### config.mk
export PLATFORM = sky130hd
export DESIGN_NAME = idx_autoinc_stage
export DESIGN_NICKNAME = d
export VERILOG_FILES = /design/src/rtl/idx_pkg.sv /design/src/rtl/idx_ptr_unit.sv /design/src/rtl/idx_mask_gen.sv /design/src/rtl/idx_store_arb.sv /design/src/rtl/idx_gray_cnt.sv /design/src/rtl/idx_autoinc_stage.sv
export SDC_FILE = /design/constraint.sdc
export NUM_CORES = 1
export LEC_CHECK = 0
export ABC_AREA = 1
export CAP_MARGIN = 15
export CELL_PAD_IN_SITES_DETAIL_PLACEMENT = 1
export CELL_PAD_IN_SITES_GLOBAL_PLACEMENT = 1
export CORE_ASPECT_RATIO = 0.8
export CORE_MARGIN = 2
export CORE_UTILIZATION = 37
export DETAILED_ROUTE_END_ITERATION = 7
export DONT_BUFFER_PORTS = 1
export MAX_ROUTING_LAYER = met4
export PLACE_DENSITY_LB_ADDON = 0.3
export SLEW_MARGIN = 40
export SYNTH_ARGS = -nofsm -noshare
export SYNTH_HDL_FRONTEND = slang
export SYNTH_SLANG_ARGS = --single-unit
### constraint.sdc
create_clock -name clk -period 1.55 [get_ports clk]
set_input_delay 0 -clock clk [delete_from_list [all_inputs] [get_ports clk]]
set_output_delay 0 -clock clk [all_outputs]
set_load 0.1 [all_outputs]
### src/rtl/idx_pkg.sv
package idx_pkg;
   typedef enum logic [1:0] {
      SRC_IDLE = 2'd0,
      SRC_MAIN = 2'd1,
      SRC_UNDO = 2'd2
   } st_src_e;

   function automatic logic is_pow2(input int v);
      return (v > 1) && ((v & (v - 1)) == 0);
   endfunction
endpackage

### src/rtl/idx_ptr_unit.sv
module idx_ptr_unit #(
   parameter int WORD_W  = 12,
   parameter int FIELD_W = 3,
   localparam int AW     = WORD_W + FIELD_W
) (
   input  logic [WORD_W-1:0]  ptr,
   input  logic               autoinc,
   input  logic [FIELD_W-1:0] dfield,
   input  logic [AW-1:0]      und_final,
   output logic [WORD_W-1:0]  new_ptr,
   output logic [AW-1:0]      final_addr,
   output logic [WORD_W-1:0]  und_ptr
);
   logic [WORD_W-1:0] used_ptr;

   // modulo 2**WORD_W arithmetic comes from the width itself
   always_comb begin
      new_ptr    = ptr + {{(WORD_W-1){1'b0}}, 1'b1};
      used_ptr   = autoinc ? new_ptr : ptr;
      final_addr = {dfield, used_ptr};
      und_ptr    = und_final[WORD_W-1:0] - {{(WORD_W-1){1'b0}}, 1'b1};
   end
endmodule

### src/rtl/idx_mask_gen.sv
module idx_mask_gen #(
   parameter int LINE_WORDS = 8,
   localparam int OFS_W     = $clog2(LINE_WORDS)
) (
   input  logic [OFS_W-1:0]      ofs,
   output logic [LINE_WORDS-1:0] mask
);
   for (genvar g = 0; g < LINE_WORDS; g++) begin : g_bit
      assign mask[g] = (ofs == OFS_W'(g));
   end
endmodule

### src/rtl/idx_store_arb.sv
module idx_store_arb #(
   parameter int WORD_W     = 12,
   parameter int AW         = 15,
   parameter int LINE_WORDS = 8,
   parameter bit UNDO_FIRST = 1'b1
) (
   input  logic                  main_req,
   input  logic [AW-1:0]         main_addr,
   input  logic [WORD_W-1:0]     main_data,
   input  logic [LINE_WORDS-1:0] main_mask,
   input  logic                  undo_req,
   input  logic [AW-1:0]         undo_addr,
   input  logic [WORD_W-1:0]     undo_data,
   input  logic [LINE_WORDS-1:0] undo_mask,
   input  logic                  st_ready,
   output logic                  st_valid,
   output logic [AW-1:0]         st_addr,
   output logic [WORD_W-1:0]     st_data,
   output logic [LINE_WORDS-1:0] st_mask,
   output logic                  st_undo,
   output logic                  main_gnt,
   output logic                  undo_gnt
);
   import idx_pkg::*;
   st_src_e src;

   if (UNDO_FIRST) begin : g_undo_first
      always_comb src = undo_req ? SRC_UNDO : (main_req ? SRC_MAIN : SRC_IDLE);
   end else begin : g_main_first
      always_comb src = main_req ? SRC_MAIN : (undo_req ? SRC_UNDO : SRC_IDLE);
   end

   always_comb begin
      st_valid = (src != SRC_IDLE);
      st_undo  = (src == SRC_UNDO);
      st_addr  = st_undo ? undo_addr : main_addr;
      st_data  = st_undo ? undo_data : main_data;
      st_mask  = st_undo ? undo_mask : main_mask;
      main_gnt = (src == SRC_MAIN) && st_ready;
      undo_gnt = (src == SRC_UNDO) && st_ready;
   end
endmodule

### src/rtl/idx_gray_cnt.sv
module idx_gray_cnt #(
   parameter int CNT_W = 8
) (
   input  logic             clk,
   input  logic             rst_n,
   input  logic             add_two,
   input  logic             add_one,
   output logic [CNT_W-1:0] gray
);
   logic [CNT_W-1:0] bin_q;

   if (CNT_W < 2) begin : g_bad_w
      $error("idx_gray_cnt: CNT_W must be at least 2");
   end

   always_ff @(posedge clk) begin
      if (!rst_n) bin_q <= '0;
      else        bin_q <= bin_q + {{(CNT_W-2){1'b0}}, add_two, add_one};
   end

   assign gray = bin_q ^ (bin_q >> 1);
endmodule

### src/rtl/idx_autoinc_stage.sv
module idx_autoinc_stage #(
   parameter int WORD_W     = 12,
   parameter int FIELD_W    = 3,
   parameter int LINE_WORDS = 8,
   parameter int GEN_W      = 4,
   parameter int CNT_W      = 8,
   parameter bit UNDO_FIRST = 1'b1,
   parameter bit FILL_ONCE  = 1'b1,
   localparam int AW        = WORD_W + FIELD_W,
   localparam int OFS_W     = $clog2(LINE_WORDS),
   localparam int LINE_W    = AW - OFS_W
) (
   input  logic                  clk,
   input  logic                  rst_n,
   input  logic [GEN_W-1:0]      glob_gen,
   input  logic                  in_valid,
   output logic                  in_ready,
   input  logic [GEN_W-1:0]      in_gen,
   input  logic                  in_indirect,
   input  logic                  in_autoinc,
   input  logic [AW-1:0]         in_init_addr,
   input  logic [FIELD_W-1:0]    in_dfield,
   input  logic [AW-1:0]         in_addr,
   output logic                  out_valid,
   input  logic                  out_ready,
   output logic [GEN_W-1:0]      out_gen,
   output logic                  out_autoinc,
   output logic [AW-1:0]         out_init_addr,
   output logic [AW-1:0]         out_final_addr,
   output logic [AW-1:0]         lk_addr,
   input  logic                  lk_hit,
   input  logic [WORD_W-1:0]     lk_data,
   output logic                  fill_valid,
   input  logic                  fill_ready,
   output logic [LINE_W-1:0]     fill_line,
   output logic                  st_valid,
   input  logic                  st_ready,
   output logic [AW-1:0]         st_addr,
   output logic [WORD_W-1:0]     st_data,
   output logic [LINE_WORDS-1:0] st_mask,
   output logic                  st_undo,
   input  logic                  und_valid,
   output logic                  und_ready,
   input  logic [AW-1:0]         und_init_addr,
   input  logic [AW-1:0]         und_final_addr,
   input  logic                  cmt_valid,
   output logic [CNT_W-1:0]      store_cnt_gray
);
   import idx_pkg::*;

   if (!is_pow2(LINE_WORDS)) begin : g_bad_line
      $error("idx_autoinc_stage: LINE_WORDS must be a power of two");
   end
   if (GEN_W < 1 || WORD_W < 2 || FIELD_W < 1) begin : g_bad_w
      $error("idx_autoinc_stage: bad width parameter");
   end

   // ---------------- generation filter ----------------
   logic [GEN_W-1:0] stage_gen_q;
   logic             stale;
   assign stale = (in_gen != stage_gen_q) && (in_gen != glob_gen);

   // ---------------- pointer path ----------------
   logic              can_load, need_ptr, miss, main_req, accept;
   logic [WORD_W-1:0] new_ptr, und_ptr;
   logic [AW-1:0]     ind_final;
   logic              main_gnt, undo_gnt;

   assign can_load = !out_valid || out_ready;
   assign lk_addr  = in_init_addr;
   assign need_ptr = in_valid && !stale && in_indirect;
   assign miss     = need_ptr && !lk_hit;
   assign main_req = need_ptr && lk_hit && in_autoinc && can_load;

   idx_ptr_unit #(.WORD_W(WORD_W), .FIELD_W(FIELD_W)) u_ptr (
      .ptr        (lk_data),
      .autoinc    (in_autoinc),
      .dfield     (in_dfield),
      .und_final  (und_final_addr),
      .new_ptr    (new_ptr),
      .final_addr (ind_final),
      .und_ptr    (und_ptr)
   );

   // ---------------- store masks and arbitration ----------------
   logic [LINE_WORDS-1:0] main_mask, undo_mask;

   idx_mask_gen #(.LINE_WORDS(LINE_WORDS)) u_mask_main (
      .ofs  (in_init_addr[OFS_W-1:0]),
      .mask (main_mask)
   );
   idx_mask_gen #(.LINE_WORDS(LINE_WORDS)) u_mask_undo (
      .ofs  (und_init_addr[OFS_W-1:0]),
      .mask (undo_mask)
   );

   idx_store_arb #(
      .WORD_W(WORD_W), .AW(AW), .LINE_WORDS(LINE_WORDS), .UNDO_FIRST(UNDO_FIRST)
   ) u_arb (
      .main_req  (main_req),
      .main_addr (in_init_addr),
      .main_data (new_ptr),
      .main_mask (main_mask),
      .undo_req  (und_valid),
      .undo_addr (und_init_addr),
      .undo_data (und_ptr),
      .undo_mask (undo_mask),
      .st_ready  (st_ready),
      .st_valid  (st_valid),
      .st_addr   (st_addr),
      .st_data   (st_data),
      .st_mask   (st_mask),
      .st_undo   (st_undo),
      .main_gnt  (main_gnt),
      .undo_gnt  (undo_gnt)
   );
   assign und_ready = undo_gnt;

   // ---------------- acceptance ----------------
   always_comb begin
      if (!in_valid || stale)      in_ready = 1'b1;
      else if (!can_load)          in_ready = 1'b0;
      else if (!in_indirect)       in_ready = 1'b1;
      else if (!lk_hit)            in_ready = 1'b0;
      else if (in_autoinc)         in_ready = main_gnt;
      else                         in_ready = 1'b1;
   end
   assign accept = in_valid && !stale && in_ready;

   // ---------------- fill command ----------------
   assign fill_line = in_init_addr[AW-1:OFS_W];

   if (FILL_ONCE) begin : g_fill_once
      logic fill_pend_q;
      always_ff @(posedge clk) begin
         if (!rst_n)                          fill_pend_q <= 1'b0;
         else if (!miss)                      fill_pend_q <= 1'b0;
         else if (fill_valid && fill_ready)   fill_pend_q <= 1'b1;
      end
      assign fill_valid = miss && !fill_pend_q;
   end else begin : g_fill_repeat
      assign fill_valid = miss;
   end

   // ---------------- output register and stage generation ----------------
   always_ff @(posedge clk) begin
      if (!rst_n) begin
         out_valid      <= 1'b0;
         out_gen        <= '0;
         out_autoinc    <= 1'b0;
         out_init_addr  <= '0;
         out_final_addr <= '0;
         stage_gen_q    <= '0;
      end else begin
         if (accept) begin
            out_valid      <= 1'b1;
            out_gen        <= in_gen;
            out_autoinc    <= in_indirect && in_autoinc;
            out_init_addr  <= in_init_addr;
            out_final_addr <= in_indirect ? ind_final : in_addr;
            stage_gen_q    <= in_gen;
         end else if (out_ready) begin
            out_valid <= 1'b0;
         end
      end
   end

   // ---------------- store counter ----------------
   idx_gray_cnt #(.CNT_W(CNT_W)) u_cnt (
      .clk     (clk),
      .rst_n   (rst_n),
      .add_two (undo_gnt),
      .add_one (cmt_valid),
      .gray    (store_cnt_gray)
   );

   // ---------------- assertions ----------------
   AST_AUTOINC_STALL: assert property (@(posedge clk) disable iff (!rst_n)
      (in_valid && !stale && in_indirect && in_autoinc && !st_ready) |-> !in_ready);
   AST_OUT_HOLD: assert property (@(posedge clk) disable iff (!rst_n)
      (out_valid && !out_ready) |=> (out_valid && $stable(out_final_addr) && $stable(out_gen)));
   AST_MASK_ONEHOT: assert property (@(posedge clk) disable iff (!rst_n)
      st_valid |-> ($countones(st_mask) == 1));
   AST_UNDO_DATA: assert property (@(posedge clk) disable iff (!rst_n)
      (st_valid && st_undo) |-> (st_data == WORD_W'(und_final_addr[WORD_W-1:0] - 1'b1)
                                 && st_addr == und_init_addr));
   AST_STALE_QUIET: assert property (@(posedge clk) disable iff (!rst_n)
      (in_valid && stale && !und_valid) |-> (!st_valid && !fill_valid && in_ready));
   AST_FILL_ONCE: assert property (@(posedge clk) disable iff (!rst_n)
      (FILL_ONCE && fill_valid && fill_ready && !accept) |=> (!fill_valid || !$stable(in_init_addr)));
endmodule

==> qor.csv <==
stage;metric;value;unit
status;status;complete, but fails checks;
status;violations;negative setup slack;
synthesis;synth.area.mux_share;0;%
synthesis;synth_xor_area_share;3.80;%
timing;worstMarginPinSlew;383;ps
finish;syn2layout_area_growth;50.6;%
route;via_per_inst;5.01;
worst_setup_path;start_kind;register;
worst_setup_path;arrival;1730;ps
clock_network;cts-buffers-inserted;5;
placement;io_buffers;0;
timing;grt_setup_unrepaired;true;
clock_network;path_clk_slew;60;ps
worst_setup_path;worstSetupPathType;reg2out;
synthesis;synthCells;603;
synthesis;synth-seq-cells;45;
synthesis;synth_simple_gate_area_share;39.9;%
placement;hpwl;9600;um
route;wire_per_inst;16.8;um
floorplanning;die_w;112;um
timing;setup_ws;-181;ps
synthesis;synth-seq-area-share;26.1;%
finish;finalNetCount;790;
synthesis;synth.avg_cell_area;5.73;um^2
timing;tns;-3700;ps
timing;max-slew-margin-rel;74.4;%
clock_network;cts_root_buf;clkbuf_16;
power_and_ir_drop;p_per_area;858;mW/mm^2
placement;place_inst;759;
clock_network;cts_sinks;45;
synthesis;synthDistinctLibCells;29;
global_route;grt_pass1_wl;21900;um
timing;drv_slew;0;
route;drc;0;
timing;finalHoldViolCount;0;
global_route;overflow;0;
global_route;grt_pass1_vias;4476;
clock_network;clk_latency;290;ps
floorplanning;die_h;90.5;um
timing;fin_crit;1730;ps
min_path;hold_class;in2out;
clock_network;cts.htree.levels;2;
placement;placed_area;0.00459;mm^2
floorplanning;num_rows;31;
synthesis;synthAdderAreaFrac;3.47;%
route;drtIter0Drc;162;
floorplanning;dieArea;0.0101;mm^2
finish;final_cells;805;
global_route;grt_usage;27.1;%
route;dr.pass1.iters;4;
timing;holdWs;0.0570;ps
synthesis;syn_nets;706;
route;postRouteAntennaNets;0;
worst_setup_path;end_kind;output pin;
worst_setup_path;crit_fanout;3;
power_and_ir_drop;ir_worst_vdd;676;uV
global_route;grt_max_degree;41;
floorplanning;ios;205;
floorplanning;core;0.00908;mm^2
placement;gp_congestion;0.816;
synthesis;synth-compound-area-share;8.61;%
synthesis;synth_warnings;0;
route;vias;4032;
clock_network;clock_path_buffers;2;
worst_setup_path;critPathRequiredTime;1550;ps
finish;fillers;1188;
timing;fin_crit_sh;112;%
synthesis;synth_top_family_by_area;simple AND/OR/NAND/NOR gates;
finish;fin_area;0.00520;mm^2
floorplanning;initial_utilization;38.1;%
route;wirelength;13500;um
global_route;antenna_found_initial;1;
finish;drive_above_1_share;28.2;%
power_and_ir_drop;power;4.46;mW
timing;skew;6.23;ps
power_and_ir_drop;p_leak;2.64;nW
timing;finalSetupViolCount;39;
clock_network;cts_tree;built;
synthesis;synth.cell_area;0.00346;mm^2
run;max_cap_viol_count;0;
timing;clock.fmax;578;MHz
## critical path, cell delays in order (launching register included)
cell	delay, ps
dfxtp_4	360
inv_2	50
nand2_2	60
nand2_2	80
nor2_4	110
nand2_2	80
nand2_2	60
nand4_1	100
nand2_2	120
buf_6	120
nand2_4	50
nand2_4	70
buf_12	170
## layout make-up
type | count | area [um^2] | share of cell area [%]
flip-flops and latches | 45 | 921 | 17.7
well taps | 115 | 144 | 2.76
inverters | 82 | 352 | 6.75
clock inverters | 2 | 35.0 | 0.673
diodes | 2 | 5.00 | 0.0962
multi-input cells | 425 | 2340 | 45.0
repair buffers | 128 | 1280 | 24.6
clock buffers | 6 | 129 | 2.48
## synthesized netlist by cell type (all sizes together)
library cell	number	share of area [%]
a21boi	2	0.76
a21oi	22	3.2
a22oi	1	0.22
a31oi	5	0.90
a32oi	1	0.25
buf	36	7.6
clkbuf	15	1.6
dfxtp	45	26
fa	1	0.58
ha	8	2.9
inv	82	8.9
nand2	201	22
nand3	14	2.2
nand4	8	1.4
nor2	113	12
nor3	6	0.87
o21a	1	0.22
o21ai	18	2.6
o31ai	1	0.22
o41ai	1	0.25
or2	7	1.3
xnor2	2	0.51
xor2	13	3.3
## registers in the layout, indices dropped and copies added (netlist names)
name and cells:
out_final_addr 15, out_init_addr 15, u_cnt.bin_q 8, stage_gen_q 4, g_fill_once.fill_pend_q 1, out_autoinc 1, out_valid 1
## per-layer routing
layer	vias to the layer above	track usage [%]	share of wire [%]
met5	-	-	0
met4	0	5.28	1.3
met3	17	6.58	6.2
met2	140	51.7	53
met1	1911	28.4	39
li1	1964	-	-
## logic make-up (layout without fill, tap and decap cells)
family / after synthesis / after routing
buf+inv: 133 / 218
flops: 45 / 45
xor+xnor: 15 / 15
compound gates: 52 / 52
simple gates: 349 / 349
other cells: 0 / 2
fa+ha+maj: 9 / 9
## per-stage QoR
| stage | util [%] | setup WS, ps |
|---|---|---|
| detailed placement | 50.5 | -54.2 |
| global route | 57.3 | -263 |
| global placement | 50.5 | 1.64 |
| finish | 57.3 | -181 |
| CTS | 56.8 | -153 |
| floorplan | - | -485 |
## layout by cell type (no fill, tap or decap), types with 4 or more instances in the layout
master         netlist  layout
inv_2                4      10
inv_1               78      66
nand2_2              1      13
nor2_2               0       6
ha_1                 8       5
a31oi_2              0       4
buf_4               28      74
o21ai_2              0       4
nor2_4               0       7
xor2_1              13      10
nand4_1              8       8
dfxtp_4              0       5
a21oi_1             22      18
dlygate4sd3_1        0      33
nor2_1             113     100
nand3_1             13      11
or2_2                7       5
o21ai_0             18      11
clkbuf_16            0       5
buf_12               0      18
nand2_1            200     184
dfxtp_1             45      39
## path summary, 6_finish.rpt
check | slack (ps) | from | cells past startpoint | end
hold reg to reg | 510 | out_final_addr[8]$_SDFFE_PN0P_ | 4 | out_final_addr[8]$_SDFFE_PN0P_
setup reg to reg | -140 | stage_gen_q[3]$_SDFFE_PN0P_ | 12 | out_init_addr[10]$_SDFFE_PN0P_
hold / removal | 0.06 | in_init_addr[7] | 0 | lk_addr[7]
setup / recovery | -180 | stage_gen_q[3]$_SDFFE_PN0P_ | 12 | in_ready
## repair_timing
action | 4_1_cts | 5_1_grt
endpoints found under the hold margin | 45 | 0
pin swaps | 10 | 5
buffers inserted | 2 | 0
gates cloned | 0 | 0
endpoints found under the setup margin | 39 | 42
resized for setup | 11 | 17
hold buffers | 34 | 0
## report_power, final
group          leakage, nW  internal, mW  total, mW  switching (mW)
Sequential           0.369          1.20       1.24          0.0394
Combinational         2.19         0.542       2.01            1.46
Clock               0.0809         0.759       1.21           0.454
Power figures use the tool's default switching activity.
